File: config.mk
export PLATFORM = sky130hd
export DESIGN_NAME = cpwm_deadtime_gen
export DESIGN_NICKNAME = d
export VERILOG_FILES = /design/src/rtl/cpwm_pkg.sv /design/src/rtl/dt_prescaler.sv /design/src/rtl/dt_fsm.sv /design/src/rtl/cpwm_pin_mux.sv /design/src/rtl/cpwm_deadtime_gen.sv
export SDC_FILE = /design/constraint.sdc
export NUM_CORES = 1
export LEC_CHECK = 0
export BUFFER_PORTS_ARGS = -buffer_cell sky130_fd_sc_hd__clkbuf_2
export CAP_MARGIN = 20
export CELL_PAD_IN_SITES_DETAIL_PLACEMENT = 0
export CELL_PAD_IN_SITES_GLOBAL_PLACEMENT = 1
export CORE_MARGIN = 10
export CORE_UTILIZATION = 38
export CTS_CLUSTER_DIAMETER = 80
export CTS_CLUSTER_SIZE = 25
export DETAILED_ROUTE_END_ITERATION = 12
export GPL_TIMING_DRIVEN = 1
export PLACE_DENSITY = 0.88
export RECOVER_POWER = 100
export SETUP_SLACK_MARGIN = 0.15
export SYNTH_ARGS = -nofsm -noshare
export SYNTH_HDL_FRONTEND = slang
export SYNTH_SLANG_ARGS = --single-unit
File: constraint.sdc
create_clock -name clk -period 2 [get_ports clk]
set_clock_uncertainty 0.15 [all_clocks]
set_input_delay 0.1 -clock clk [delete_from_list [all_inputs] [get_ports clk]]
set_output_delay 0.1 -clock clk [all_outputs]
set_load 0.03 [all_outputs]
File: src/rtl/cpwm_pkg.sv
package cpwm_pkg;
    typedef enum logic [2:0] {
        ST_SYNC,
        ST_LOW,
        ST_HIGH,
        ST_WAIT_P,
        ST_WAIT_N
    } dt_state_e;

    localparam logic [1:0] MODE_NORMAL = 2'b00;
    localparam logic [1:0] MODE_FAST   = 2'b01;
    localparam logic [1:0] MODE_PFC    = 2'b10;
    localparam logic [1:0] COM_COMPL   = 2'b01;
endpackage

File: src/rtl/dt_prescaler.sv
module dt_prescaler #(
    parameter int SEL_W = 2
) (
    input  logic             clk,
    input  logic             rst_n,
    input  logic             clr_i,
    input  logic [SEL_W-1:0] sel_i,
    output logic             tick_o
);
    localparam int CNT_W = (1 << SEL_W) - 1;

    logic [CNT_W-1:0] cnt;
    logic [CNT_W-1:0] mask;

    always_comb begin
        mask   = CNT_W'((32'd1 << sel_i) - 32'd1);
        tick_o = ((cnt & mask) == mask);
    end

    always_ff @(posedge clk) begin
        if (!rst_n || clr_i) cnt <= '0;
        else                 cnt <= cnt + CNT_W'(1);
    end

    // a divided tick is never followed by another tick unless the ratio changed
    a_r6_div_spacing: assert property (@(posedge clk) disable iff (!rst_n)
        (sel_i != '0 && tick_o) |=> (!tick_o || !$stable(sel_i)));
endmodule

File: src/rtl/dt_fsm.sv
module dt_fsm
    import cpwm_pkg::*;
#(
    parameter int DT_W = 4
) (
    input  logic            clk,
    input  logic            rst_n,
    input  logic            wave_i,
    input  logic            comp_i,
    input  logic [DT_W-1:0] dly_p_i,
    input  logic [DT_W-1:0] dly_n_i,
    input  logic            tick_i,
    output logic            clr_o,
    output logic            gen_p_o,
    output logic            gen_n_o
);
    dt_state_e       st, st_nxt;
    logic [DT_W-1:0] cnt, cnt_nxt;
    logic            wave_q;
    logic            load;

    always_comb begin
        st_nxt  = st;
        cnt_nxt = cnt;
        load    = 1'b0;
        if (!comp_i) begin
            st_nxt = ST_SYNC;
        end else begin
            unique case (st)
                ST_SYNC: st_nxt = wave_i ? ST_HIGH : ST_LOW;
                ST_LOW, ST_WAIT_N: begin
                    if (wave_i) begin
                        if (dly_p_i == '0) st_nxt = ST_HIGH;
                        else begin
                            st_nxt  = ST_WAIT_P;
                            cnt_nxt = dly_p_i;
                            load    = 1'b1;
                        end
                    end else if (st == ST_WAIT_N && tick_i) begin
                        if (cnt == DT_W'(1)) st_nxt = ST_LOW;
                        else                 cnt_nxt = cnt - DT_W'(1);
                    end
                end
                ST_HIGH, ST_WAIT_P: begin
                    if (!wave_i) begin
                        if (dly_n_i == '0) st_nxt = ST_LOW;
                        else begin
                            st_nxt  = ST_WAIT_N;
                            cnt_nxt = dly_n_i;
                            load    = 1'b1;
                        end
                    end else if (st == ST_WAIT_P && tick_i) begin
                        if (cnt == DT_W'(1)) st_nxt = ST_HIGH;
                        else                 cnt_nxt = cnt - DT_W'(1);
                    end
                end
                default: st_nxt = ST_SYNC;
            endcase
        end
    end

    always_ff @(posedge clk) begin
        if (!rst_n) begin
            st     <= ST_SYNC;
            cnt    <= '0;
            wave_q <= 1'b0;
        end else begin
            st     <= st_nxt;
            cnt    <= cnt_nxt;
            wave_q <= wave_i;
        end
    end

    always_comb begin
        clr_o = load;
        unique case (st)
            ST_SYNC: begin gen_p_o = wave_q; gen_n_o = 1'b0; end
            ST_LOW:  begin gen_p_o = 1'b0;   gen_n_o = 1'b1; end
            ST_HIGH: begin gen_p_o = 1'b1;   gen_n_o = 1'b0; end
            default: begin gen_p_o = 1'b0;   gen_n_o = 1'b0; end
        endcase
    end

    // the pair never overlaps
    a_r12_no_overlap: assert property (@(posedge clk) disable iff (!rst_n)
        !(gen_p_o && gen_n_o));
    // synchronizer behaviour outside complementary operation
    a_r3_sync_follow: assert property (@(posedge clk) disable iff (!rst_n)
        (!comp_i && $past(!comp_i) && $past(rst_n)) |-> (gen_p_o == $past(wave_i) && !gen_n_o));
    // the non-inverted output rises only after a high waveform sample
    a_r4_p_rise_cause: assert property (@(posedge clk) disable iff (!rst_n)
        $rose(gen_p_o) |-> $past(wave_i));
    // the inverted output rises only after a low waveform sample
    a_r5_n_rise_cause: assert property (@(posedge clk) disable iff (!rst_n)
        $rose(gen_n_o) |-> !$past(wave_i));
endmodule

File: src/rtl/cpwm_pin_mux.sv
module cpwm_pin_mux (
    input  logic [1:0] com_i,
    input  logic       gen_p_i,
    input  logic       gen_n_i,
    input  logic       port_p_i,
    input  logic       port_n_i,
    input  logic       dir_p_i,
    input  logic       dir_n_i,
    output logic       pin_p_o,
    output logic       pin_n_o,
    output logic       pin_p_oe,
    output logic       pin_n_oe
);
    logic take_over;

    always_comb begin
        take_over = |com_i;
        pin_p_o   = take_over ? gen_p_i : port_p_i;
        pin_n_o   = take_over ? gen_n_i : port_n_i;
        pin_p_oe  = dir_p_i;
        pin_n_oe  = dir_n_i;
    end
endmodule

File: src/rtl/cpwm_deadtime_gen.sv
module cpwm_deadtime_gen
    import cpwm_pkg::*;
#(
    parameter int DT_W  = 4,
    parameter int SEL_W = 2
) (
    input  logic              clk,
    input  logic              rst_n,
    input  logic              wave_i,
    input  logic [1:0]        mode_i,
    input  logic [1:0]        com_i,
    input  logic [2*DT_W-1:0] dt_val_i,
    input  logic [SEL_W-1:0]  presc_i,
    input  logic              port_p_i,
    input  logic              port_n_i,
    input  logic              dir_p_i,
    input  logic              dir_n_i,
    output logic              gen_p_o,
    output logic              gen_n_o,
    output logic              pin_p_o,
    output logic              pin_n_o,
    output logic              pin_p_oe,
    output logic              pin_n_oe
);
    logic comp;
    logic tick;
    logic clr;

    assign comp = ((mode_i == MODE_FAST) || (mode_i == MODE_PFC)) && (com_i == COM_COMPL);

    dt_prescaler #(.SEL_W(SEL_W)) u_presc (
        .clk    (clk),
        .rst_n  (rst_n),
        .clr_i  (clr),
        .sel_i  (presc_i),
        .tick_o (tick)
    );

    dt_fsm #(.DT_W(DT_W)) u_fsm (
        .clk     (clk),
        .rst_n   (rst_n),
        .wave_i  (wave_i),
        .comp_i  (comp),
        .dly_p_i (dt_val_i[2*DT_W-1:DT_W]),
        .dly_n_i (dt_val_i[DT_W-1:0]),
        .tick_i  (tick),
        .clr_o   (clr),
        .gen_p_o (gen_p_o),
        .gen_n_o (gen_n_o)
    );

    cpwm_pin_mux u_pins (
        .com_i    (com_i),
        .gen_p_i  (gen_p_o),
        .gen_n_i  (gen_n_o),
        .port_p_i (port_p_i),
        .port_n_i (port_n_i),
        .dir_p_i  (dir_p_i),
        .dir_n_i  (dir_n_i),
        .pin_p_o  (pin_p_o),
        .pin_n_o  (pin_n_o),
        .pin_p_oe (pin_p_oe),
        .pin_n_oe (pin_n_oe)
    );
endmodule

======== Word-level counts from Yosys, hierarchy flattened ========
Cells that the tools add are included.
storage, ports and cells
  flip-flop bits (word level) ............. 11
  input port bits ......................... 21
  output and inout bits ................... 6
  logic and storage cells ................. 68
operators by class
  add/sub/neg operators ................... 3
  equal/unequal tests ..................... 15
  shift operators ......................... 1
  muxes and demuxes ....................... 28
  bitwise logic cells ..................... 1
  reductions and logical operators ........ 16
operator list
  cell                   count
  $mux W4                7
  $mux W3                7
  $ne A3 B2 Y1 const B   4
  $mux W1                9
  $pmux W3 S3            1
  $logic_not A4 Y1       2
  $pmux W4 S2            1
  $eq A3 B2 Y1 const B   2
  $ne A3 B3 Y1 const B   2
  $reduce_and A6 Y1      1
  $reduce_or A2 Y1       3
  $eq A2 B1 Y1 const B   2
  $eq A4 B1 Y1 const B   1
  $pmux W1 S2            2
  $reduce_and A4 Y1      1
  $sub A4 B1 Y4 const B  1
  $add A3 B1 Y3 const B  1
  $and A3 B3 Y3          1
  $eq A3 B1 Y1 const B   1
  $eq A3 B3 Y1           1
  $eq A3 B3 Y1 const B   1
  $logic_and A1 B1 Y1    3
  $logic_not A3 Y1       1
  $shl A1 B2 Y3 const A  1
  other kinds (7)        8

======== Longest topological paths before layout ========
  depth in word-level cells ............... 8
  gate-level depth with buffers ........... 7
  gate-level depth less buffers ........... 7

======== Cells and area by module ========
From an unflattened synthesis, not the netlist that was laid out.
second synthesis, totals
  cell total of the unflattened synthesis .. 125
  area, all modules ....................... 1002.2 sq um
modules (own cells, without submodules)
  module             times used  cells each  area each (sq um)  seq. area each (sq um)
  dt_fsm             1           104         809.5              160.2
  dt_prescaler       1           14          127.6              60.1
  cpwm_pin_mux       1           5           43.8               0.0
  cpwm_deadtime_gen  1           2           21.3               0.0

======== Worst setup path after synthesis ========
Ideal clock, no wire load.
  kind .................................... register to output
  from .................................... reg u_fsm.st[2]
  to ...................................... out pin_p_o
  arrival time ............................ 1630 ps
  required time ........................... 1750 ps
  slack ................................... 120 ps
  cell stages (with the launch flop) ...... 4
  path buffers ............................ 1
  path through ............................ dfxtp_1 > buf_4 > nor3_1 > mux2_2
on the way
  longest elaborated chain between the ends .. 3
  elaborated cells between the ends (all ways) .. 4
  those cells by class .................... eq/ne: 1; mux: 2; reduce/logical: 1
ends and longest elaborated chain
  item                                                     line                     source
  start: declaration                                       dt_fsm.sv:17             dt_state_e st, st_nxt;
  start signal: assignment                                 dt_fsm.sv:68             st <= st_nxt;
  $eq A3 B2 Y1 / $logic_not A3 Y1 (equally long branches)  dt_fsm.sv:76             unique case (st)
  $pmux W1 S2 *                                            dt_fsm.sv:76
  named net gen_p_o                                        cpwm_deadtime_gen.sv:18  output logic gen_p_o,
  $mux W1 *                                                cpwm_pin_mux.sv:18       pin_p_o = take_over ? gen_p_i : port_p_i;
  end: declaration                                         cpwm_deadtime_gen.sv:20  output logic pin_p_o,
The timed path passes the listed nets; every way through them passes the cells marked *.

======== Worst setup path after layout ========
  from .................................... reg u_fsm.st[0]
  to ...................................... out pin_n_o
on the way
  longest elaborated chain between the ends .. 3
ends and longest elaborated chain
  item              line                     source
  $eq A3 B1 Y1      dt_fsm.sv:76
  $mux W1           dt_fsm.sv:76
  $mux W1           cpwm_pin_mux.sv:19       pin_n_o = take_over ? gen_n_i : port_n_i;
  end: declaration  cpwm_deadtime_gen.sv:21  output logic pin_n_o,
Every way passes these cells.

==> impl_metrics.json <==
{
  "grtUsageTotal_pct": 9.05,
  "layout_commonest_cell": "clkbuf_2",
  "top_layer": "met4",
  "drt-total-wl_um": 2220,
  "wl_met2_um": 1030,
  "dr_total_vias": 882,
  "gpl.final_weighted_congestion": 0.896,
  "dp_hpwl_um": 1860,
  "area_growth_pct": 10.3,
  "clk-insertion-delay-late_ns": 0.28,
  "ys_warn_count": 0,
  "synth.avg_cell_area_um2": 8.58,
  "finalSetupViolations": 0,
  "period_needed_ns": 1.79,
  "synth.net_count": 142,
  "max_cap_violations": 0,
  "slowest_delay_ns": 0.52,
  "yosysUniqueCellTypes": 41,
  "cts_tree": "done",
  "antenna_found_initial": 0,
  "critPathMaxFanout": 9,
  "layout_common_cells": "clkbuf_2 (19), nor2_1 (13), nand2_1 (12)",
  "drc_errors": 0,
  "fmaxAchievable_ghz": 0.559,
  "grt_pass1_vias": 882,
  "power_frac_clock_pct": 31.9,
  "critPathLaunchType": "flip-flop",
  "cts_max_path_buffers": 2,
  "coreArea_mm2": 0.00250,
  "grt_max_degree": 22,
  "root_buffer": "clkbuf_4",
  "powerDensity_mw_per_mm2": 457,
  "path_buf_inv": 1,
  "yosysSeqAreaShare_pct": 21.8,
  "dieArea_mm2": 0.00513,
  "rows": 18,
  "p_seq_share_pct": 45.8,
  "switching_share_pct": 30.6,
  "rsz0062_at_grt": "false",
  "worst_pin_slew_ns": 0.870,
  "grt_overflow_total": 0,
  "p_int_mw": 0.354,
  "critical_path.cell_chain": "nor2b_4 -> and2b_2 -> mux2_2 -> clkbuf_2",
  "required_ns": 1.75,
  "drtAntennaViolNets": 0,
  "min_period_over_period_pct": 89.4,
  "placed_cells": 163,
  "slowest_stage": "dfxtp_1",
  "netlist_area_mm2": 0.00101,
  "numCtsBuffers": 3,
  "fin_cells": 167,
  "grt_first_pass_wirelength_um": 3880,
  "finalMaxSlewViolations": 0,
  "initial_core_util_pct": 40.5,
  "hold_viol": 0,
  "routed_via_density": 5.28,
  "dr.pass1.iters": 4,
  "leakagePower_nw": 0.456,
  "die_y_um": 71.6,
  "clk_pin_slew_ns": 0.08,
  "post_cts_buffers": 0,
  "synthArstFlopShare_pct": 0,
  "ys_seq_elements": 11,
  "critPathTopFamily": "flip-flops",
  "p_sw_mw": 0.156,
  "nFillCells": 260,
  "postCtsResizedCells": 2,
  "numClockSinks": 11,
  "io_pins": 27,
  "vdd_ir_drop_max_mv": 0.256,
  "worstSetupPathType": "flip-flop to primary output",
  "tns_ns": 0,
  "portBuffers": 22,
  "die_w_um": 71.6,
  "synthFlopType": "dfxtp_1",
  "cp-end-kind": "primary output",
  "cts_max_level": 1,
  "power_frac_comb_pct": 22.3,
  "synth_edf_count": 0,
  "fin_nets": 162,
  "status": "finished clean",
  "wl_met3_um": 110,
  "drive_gt1_share_pct": 32.1,
  "n_antenna_cell": 0,
  "arrival_ns": 1.54,
  "wl_met1_um": 1040,
  "slew_headroom_pct": 42.0,
  "hold_buffers": 0,
  "wire_per_inst_um": 13.3,
  "first_iter_violations": 27,
  "hp-class": "input pin to flip-flop",
  "syn_inst": 118
}
-- through the flow --
step                cell area [um^2]  hold slack [ns]  utilization, %  total power [mW]  setup slack (ns)
finish                          1120           0.0370            44.6             0.510             0.212
global route                    1120           0.0500            44.6             0.535             0.130
CTS                             1140           0.0483            45.5             0.518             0.159
detailed placement              1110           0.0504            44.4             0.358             0.322
global placement                1110           0.0504            44.4             0.354             0.350
floorplan                       1020            0.122               -             0.325             0.432
-- tightest hold or removal path: cells and delay by family --
family	cells	cell delay, ns
buffers and inverters	1	0.18
AND/OR/NAND/NOR	1	0.09
multiplexers	1	0.05
-- state kept, by name, summed over array words and instances, names as in the netlist --
| register | flops |
|---|---|
| u_fsm.cnt | 4 |
| u_fsm.wave_q | 1 |
| u_presc.cnt | 3 |
| u_fsm.st | 3 |
-- final cells by class --
type	count	area [um^2]	area share, %
multi-input cells	96	701	62.8
flip-flops and latches	11	223	20.0
repair buffers	24	121	10.9
well taps	30	37.5	3.36
clock buffers	4	26.3	2.35
inverters	2	7.51	0.673
-- power groups by stage --
stage	registers (mW)	logic, mW	clock network [mW]
floorplan	0.235	0.0898	0
global placement	0.238	0.115	0
detailed placement	0.239	0.118	0
CTS	0.234	0.119	0.165
global route	0.235	0.127	0.173
finish	0.234	0.114	0.163
-- synth_stat cells (all sizes together), types with 2 or more instances --
cell / n / area share (%)
mux2: 2 / 2.2
nand2: 12 / 4.4
inv: 2 / 0.74
and2: 2 / 1.4
dfxtp: 11 / 22
xnor2: 5 / 4.3
nor3: 4 / 2.5
nand2b: 4 / 2.7
nand3: 2 / 0.99
a21oi: 7 / 3.5
buf: 8 / 6.6
nor3b: 4 / 4.5
o221ai: 2 / 3.5
o211ai: 3 / 2.7
nor4: 2 / 2.7
nor2: 13 / 4.8
o21ai: 8 / 4.0
nor2b: 6 / 4.4
a211oi: 4 / 4.0
ha: 3 / 3.7
mux2i: 5 / 4.9
-- cell families (layout without fill, tap and decap cells) --
logic type	after synthesis	after routing	share of synthesized area (%)
mux	7	7	7.17
simple gates	51	51	29.9
xor+xnor	5	5	4.33
flops	11	11	21.8
buf+inv	11	30	7.66
compound gates	30	30	25.5
fa+ha+maj	3	3	3.71
-- routing by layer --
| layer | GRT usage, % | vias to the layer above |
|---|---|---|
| li1 | - | 459 |
| met1 | 10.5 | 394 |
| met2 | 14.2 | 24 |
| met3 | 2.20 | 5 |
| met4 | 6.24 | 0 |
| met5 | 0 | - |
-- final timing paths --
path	startpoint	to	slack [ns]	cells past startpoint
min reg2reg	u_presc.cnt[0]	u_presc.cnt[0]	0.31	1
max reg2reg	u_fsm.cnt[1]	u_fsm.cnt[0]	0.36	7
min	rst_n	u_fsm.cnt[0]	0.04	3
max	u_fsm.st[0]	pin_n_o	0.21	4
Power figures use the tool's default switching activity.
